===== config.mk =====
export PLATFORM = sky130hd
export DESIGN_NAME = q15_dual_mul
export DESIGN_NICKNAME = d
export VERILOG_FILES = /design/src/rtl/q15_pkg.sv /design/src/rtl/q15_decode.sv /design/src/rtl/q15_operand_sel.sv /design/src/rtl/q15_round_lane.sv /design/src/rtl/q15_dual_mul.sv
export SDC_FILE = /design/constraint.sdc
export NUM_CORES = 2
export LEC_CHECK = 0
export BUFFER_PORTS_ARGS = -buffer_cell sky130_fd_sc_hd__buf_2
export CAP_MARGIN = 30
export CORE_ASPECT_RATIO = 1.25
export CORE_UTILIZATION = 64
export DETAILED_ROUTE_END_ITERATION = 8
export PLACE_DENSITY = 0.95
export SYNTH_ARGS = -nofsm -noshare
export SYNTH_HDL_FRONTEND = slang
export SYNTH_HIERARCHICAL = 1
export SYNTH_SLANG_ARGS = --single-unit

===== constraint.sdc =====
create_clock -name clk -period 9.5 [get_ports clk]
set_input_delay 0.95 -clock clk [delete_from_list [all_inputs] [get_ports clk]]
set_output_delay 0.95 -clock clk [all_outputs]
set_load 0.05 [all_outputs]

===== src/rtl/q15_pkg.sv =====
package q15_pkg;
  localparam int HALF_W   = 16;
  localparam int FUNC_W   = 6;
  localparam logic [FUNC_W-1:0] FN_INT  = 6'h08;
  localparam logic [FUNC_W-1:0] FN_FRAC = 6'h09;
  localparam int RND_EN_BIT = 1;
  localparam int BIAS_BIT   = 2;

  typedef enum logic [1:0] {
    MD_NONE = 2'd0,
    MD_INT  = 2'd1,
    MD_SEP  = 2'd2,
    MD_PACK = 2'd3
  } mode_e;
endpackage


===== src/rtl/q15_decode.sv =====
module q15_decode
  import q15_pkg::*;
(
  input  logic              valid_in,
  input  logic [FUNC_W-1:0] func_code,
  input  logic [1:0]        sub_op,
  output mode_e             mode,
  output logic              illegal
);
  always_comb begin
    mode    = MD_NONE;
    illegal = 1'b0;
    if (valid_in) begin
      if (func_code == FN_INT) begin
        mode = MD_INT;
      end else if (func_code == FN_FRAC) begin
        case (sub_op)
          2'd0:    mode = MD_PACK;
          2'd1:    mode = MD_SEP;
          default: illegal = 1'b1;
        endcase
      end
    end
  end
endmodule


===== src/rtl/q15_operand_sel.sv =====
module q15_operand_sel #(
  parameter int HW = 16
) (
  input  logic [2*HW-1:0]     src_b,
  input  logic [2*HW-1:0]     src_c,
  input  logic [1:0]          pair_opt,
  output logic signed [HW-1:0] a_x,
  output logic signed [HW-1:0] a_y,
  output logic signed [HW-1:0] d_x,
  output logic signed [HW-1:0] d_y
);
  logic [HW-1:0] b_lo, b_hi;
  assign b_lo = src_b[HW-1:0];
  assign b_hi = src_b[2*HW-1:HW];

  always_comb begin
    a_x = pair_opt[0] ? b_lo : b_hi;
    d_x = pair_opt[1] ? b_hi : b_lo;
    a_y = src_c[2*HW-1:HW];
    d_y = src_c[HW-1:0];
  end
endmodule


===== src/rtl/q15_round_lane.sv =====
module q15_round_lane #(
  parameter int HW = 16
) (
  input  logic [2*HW-1:0] prod,
  input  logic            frac,
  input  logic            round_en,
  input  logic            unbiased,
  output logic [2*HW-1:0] result,
  output logic            tie_hit
);
  localparam int PW = 2 * HW;
  localparam logic [PW-1:0] HALF = PW'(1) << (HW - 1);

  function automatic logic [PW-1:0] dbl(input logic [PW-1:0] p);
    return p << 1;
  endfunction

  function automatic logic is_even_tie(input logic [PW-1:0] s);
    return s[HW:0] == HALF[HW:0];
  endfunction

  logic [PW-1:0] shifted;
  logic          add_half;

  assign shifted  = dbl(prod);
  assign tie_hit  = is_even_tie(shifted);
  assign add_half = round_en && !(unbiased && tie_hit);
  assign result   = !frac ? prod : (add_half ? shifted + HALF : shifted);
endmodule


===== src/rtl/q15_dual_mul.sv =====
module q15_dual_mul
  import q15_pkg::*;
#(
  parameter int HW = q15_pkg::HALF_W
) (
  input  logic                clk,
  input  logic                rst_n,
  input  logic                valid_in,
  input  logic [FUNC_W-1:0]   func_code,
  input  logic [1:0]          sub_op,
  input  logic [1:0]          pair_opt,
  input  logic [2*HW-1:0]     src_b,
  input  logic [2*HW-1:0]     src_c,
  input  logic [2*HW-1:0]     ctrl_reg,
  output logic [2*HW-1:0]     dst_a,
  output logic [2*HW-1:0]     dst_d,
  output logic                we_a,
  output logic                we_d,
  output logic                illegal
);
  localparam int PW = 2 * HW;
  localparam int NL = 2;

  mode_e mode;
  logic  illegal_c;

  q15_decode u_dec (
    .valid_in (valid_in),
    .func_code(func_code),
    .sub_op   (sub_op),
    .mode     (mode),
    .illegal  (illegal_c)
  );

  logic signed [HW-1:0] ax, ay, dx, dy;

  q15_operand_sel #(.HW(HW)) u_sel (
    .src_b   (src_b),
    .src_c   (src_c),
    .pair_opt(pair_opt),
    .a_x     (ax),
    .a_y     (ay),
    .d_x     (dx),
    .d_y     (dy)
  );

  logic signed [PW-1:0] prod [NL];
  assign prod[0] = ax * ay;
  assign prod[1] = dx * dy;

  logic frac_mode, rnd_on, unbiased;
  assign frac_mode = (mode == MD_SEP) || (mode == MD_PACK);
  assign rnd_on    = ctrl_reg[RND_EN_BIT];
  assign unbiased  = (mode == MD_PACK) && !ctrl_reg[BIAS_BIT];

  logic [PW-1:0] lane_res [NL];
  logic [NL-1:0] lane_tie;

  for (genvar g = 0; g < NL; g++) begin : g_lane
    q15_round_lane #(.HW(HW)) u_rnd (
      .prod    (prod[g]),
      .frac    (frac_mode),
      .round_en(rnd_on),
      .unbiased(unbiased),
      .result  (lane_res[g]),
      .tie_hit (lane_tie[g])
    );
  end

  logic          wa_c, wd_c;
  logic [PW-1:0] a_c, d_c;

  always_comb begin
    wa_c = (mode != MD_NONE);
    wd_c = (mode == MD_INT) || (mode == MD_SEP);
    a_c  = '0;
    d_c  = '0;
    if (mode == MD_PACK)
      a_c = {lane_res[0][PW-1:HW], lane_res[1][PW-1:HW]};
    else if (wa_c)
      a_c = lane_res[0];
    if (wd_c)
      d_c = lane_res[1];
  end

  always_ff @(posedge clk) begin
    if (!rst_n) begin
      dst_a   <= '0;
      dst_d   <= '0;
      we_a    <= 1'b0;
      we_d    <= 1'b0;
      illegal <= 1'b0;
    end else begin
      dst_a   <= a_c;
      dst_d   <= d_c;
      we_a    <= wa_c;
      we_d    <= wd_c;
      illegal <= illegal_c;
    end
  end
endmodule


## After elaboration in Yosys (flattened, before gate mapping)

Cells that the tools add are included.

| word-level totals | value |
|---|---|
| bits in registers | 67 |
| output and inout port bits | 67 |

| cells by class | value |
|---|---|
| add/subtract/negate cells | 2 |
| multiply operators | 2 |
| equality and inequality tests | 8 |
| muxes and demuxes | 13 |
| bitwise operators | 3 |
| reductions and logical operators | 15 |

Operators by type and width:

| operator | number |
|---|---|
| two-way mux 32 bit | 6 |
| adder 32 x 16 -> 32 bit (second input constant) | 2 |
| multiplier 16 x 16 -> 32 bit | 2 |
| == test 16 x 15 -> 1 bit (second input constant) | 2 |
| two-way mux 16 bit | 2 |
| == test 6 x 4 -> 1 bit (second input constant) | 2 |
| two-way mux 2 bit | 3 |
| logical AND 1 bit | 5 |
| == test 2 x 1 -> 1 bit (second input constant) | 2 |
| == test 2 bit (second input constant) | 2 |
| case mux 2 bit (2 select lines) | 1 |
| OR reduction 4 bit | 1 |
| logical NOT 1 bit | 3 |
| NOT 1 bit | 3 |
| logical NOT 2 bit | 1 |
| logical OR 1 bit | 2 |
| AND reduction 2 bit | 1 |
| nonzero test 2 bit | 1 |
| OR reduction 2 bit | 1 |
| two-way mux 1 bit | 1 |

## Logic depth before layout (Yosys ltp)

| depth | value |
|---|---|
| depth in word-level cells | 14 |
| gate-level depth with buffers | 32 |
| gate-level depth less buffers | 28 |

## Cells and area by module

Netlist, hierarchy kept.

Modules (own cells, without submodules):

| module | times used | cells each | area an instance (µm²) | sequential area each (µm²) |
|---|---|---|---|---|
| q15_dual_mul | 1 | 2371 | 21874.7 | 1341.3 |
| q15_round_lane | 2 | 138 | 970.9 | 0.0 |
| q15_operand_sel | 1 | 68 | 738.2 | 0.0 |
| q15_decode | 1 | 7 | 56.3 | 0.0 |

## Worst setup path after synthesis

No wires, ideal clock.

| timing | value |
|---|---|
| kind | input to register |
| from | input pair_opt[1] |
| to | register dst_d[31] |
| library setup time | 60 ps |
| data arrival time | 8399 ps |
| required time | 9440 ps |
| path slack | 1041 ps |
| stages on the path | 30 |
| cell sequence | buf_6 > buf_12 > mux2_4 > clkbuf_1 > nand2_1 > fa_1 > inv_1 > fa_1 > inv_1 > fa_1 > inv_1 > fa_1 > fa_1 > inv_1 > fa_1 > inv_1 > ha_1 > clkbuf_2 > nand2_1 > nor2_1 > nand4b_1 > a31oi_1 > nor2_1 > o21a_1 > o311ai_0 > nand4_2 > or4_4 > or4_1 > o211ai_1 > and3_1 |

RTL lines:

| what | RTL line | RTL |
|---|---|---|
| from (decl) | q15_dual_mul.sv:11 | `input logic [1:0] pair_opt,` |
| to (signal assigned) | q15_dual_mul.sv:89 | `dst_d <= '0;` |
| to (signal assigned) | q15_dual_mul.sv:95 | `dst_d <= d_c;` |
| to (decl) | q15_dual_mul.sv:16 | `output logic [2*HW-1:0] dst_d,` |

==> out/metrics.yaml <==
grt:
  antenna_found_initial: 0
  grt_usage_pct: 35.05
  grt_pass1_wl_um: 107900
  grt_pass1_vias: 22240
  gr-total-overflow: 0
  grt_max_degree: 103
clock_network:
  postCtsResizedCells: 0
  clock_tree.buffer_depth: 2
  clock_sinks: 67
  ctsHoldBuffers: 0
  cts_setup_buffers: 0
  htreeDepth: 3
  cts_root_buffer: "clkbuf_16"
  numCtsBuffers: 9
  cts_tree: "built"
  clk_pin_slew_ps: 60
outcome:
  status: "completed"
finish:
  regArea_um2: 1341
  drive_above_1_share_pct: 9.720
  nets: 3546
  area_growth_pct: 3.741
  fin_area_um2: 25500
  layout_commonest_cell: "inv_1"
  mostFrequentLayoutCells: "inv_1 (593), fa_1 (524), nand2_1 (271)"
  multi_input_area_um2: 20190
  nFillCells: 2687
placement:
  dpl_cell_area_um2: 25150
  gp_congestion: 0.9636
  port_buffers: 145
  dpl.hpwl_um: 52650
worst_setup_path:
  crit_top_cell: "fa_1"
  cp-end-kind: "flip-flop"
  criticalPathCategory: "in -> reg"
  crit_path_start_kind: "primary input"
  slowest_delay_ps: 980
  cp_max_fo: 16
  crit_start: "pair_opt[1]"
  cp_slowest_cell: "fa_1"
  cp.arrival_ps: 9240
  cp_data_required_time_ps: 9770
timing:
  tns_ps: 0
  slew_headroom_pct: 40.32
  max_slew.worst_pin.slew_ps: 881.2
  finalCritPeriodShare_pct: 94.48
  rsz0062_at_grt: "false"
  hold_viol_final: 0
  maxSlewViolCount: 0
  fmax_mhz: 111.4
  finalSetupViolations: 0
  min_period_ps: 8976
run:
  drv_cap: 0
drt:
  drc: 0
  antenna_left: 0
  totalWireLength_um: 65010
  drt_iter0_markers: 1632
  dr.pass1.iters: 5
  via_per_inst: 6.102
  via_count: 19730
  routedWlPerCell_um: 20.10
floorplan:
  die_width_um: 177.3
  rows: 79
  fp.dieH_um: 221.1
  ios: 176
  core_um2: 37560
  dieArea_um2: 39210
  initial_core_util_pct: 65.45
yosys:
  synth.avg_cell_area_um2: 9.045
  synth_area_um2: 24580
  syn_inst: 2718
  ys_warn_count: 6
  synth_fp_nets: 3522
min_path:
  min-delay-start: "func_code[0]"
  hp-class: "in -> reg"
[stage by stage]
stage | hold WS (ps) | std cells | utilization [%] | setup WS [ps]
finish | 1034 | 3234 | 67.90 | 524.3
global placement | 1331 | 3215 | 66.95 | 504.0
detailed placement | 1364 | 3216 | 66.97 | 290.0
CTS | 1019 | 3232 | 67.82 | 621.6
global route | 1050 | 3233 | 67.89 | 151.3
floorplan | 1109 | 2718 | - | 1041
[worst max-delay path: cells and delay by family]
family / cells / cell delay (ps)
simple gates: 6 / 1580
mux: 1 / 560
buf+inv: 4 / 590
compound gates: 6 / 980
xor+xnor: 1 / 480
fa+ha+maj: 7 / 4110
[metal layers]
| metal | vias to the layer above | wire [um] | global-route usage [%] | part of all wire, % |
|---|---|---|---|---|
| li1 | 8427 | - | - | - |
| met1 | 9801 | 21170 | 37.79 | 33 |
| met2 | 1055 | 33750 | 61.53 | 52 |
| met3 | 450 | 4455 | 4.811 | 6.9 |
| met4 | 0 | 5630 | 26.83 | 8.7 |
| met5 | - | 0 | 0 | 0 |
[cell type report]
class | count | area share [%]
multi-input combinational | 1916 | 79.18
inverter | 595 | 8.757
sequential | 67 | 5.259
timing repair buffer | 153 | 3.159
tap | 486 | 2.384
clock buffer | 10 | 0.8978
clock inverter | 6 | 0.3532
antenna | 1 | 0.009812
[state kept, by name, summed over array words and instances (netlist names)]
signal and count:
we_d 1, dst_a 32, illegal 1, dst_d 32, we_a 1
[final timing paths]
path	to	slack, ps	cells past startpoint
min	illegal	1030	4
max	dst_d[31]	520	25
Power is left out: the tool's default activity adds up to more than one toggle a clock period on the data nets, which glitch-free logic cannot reach.
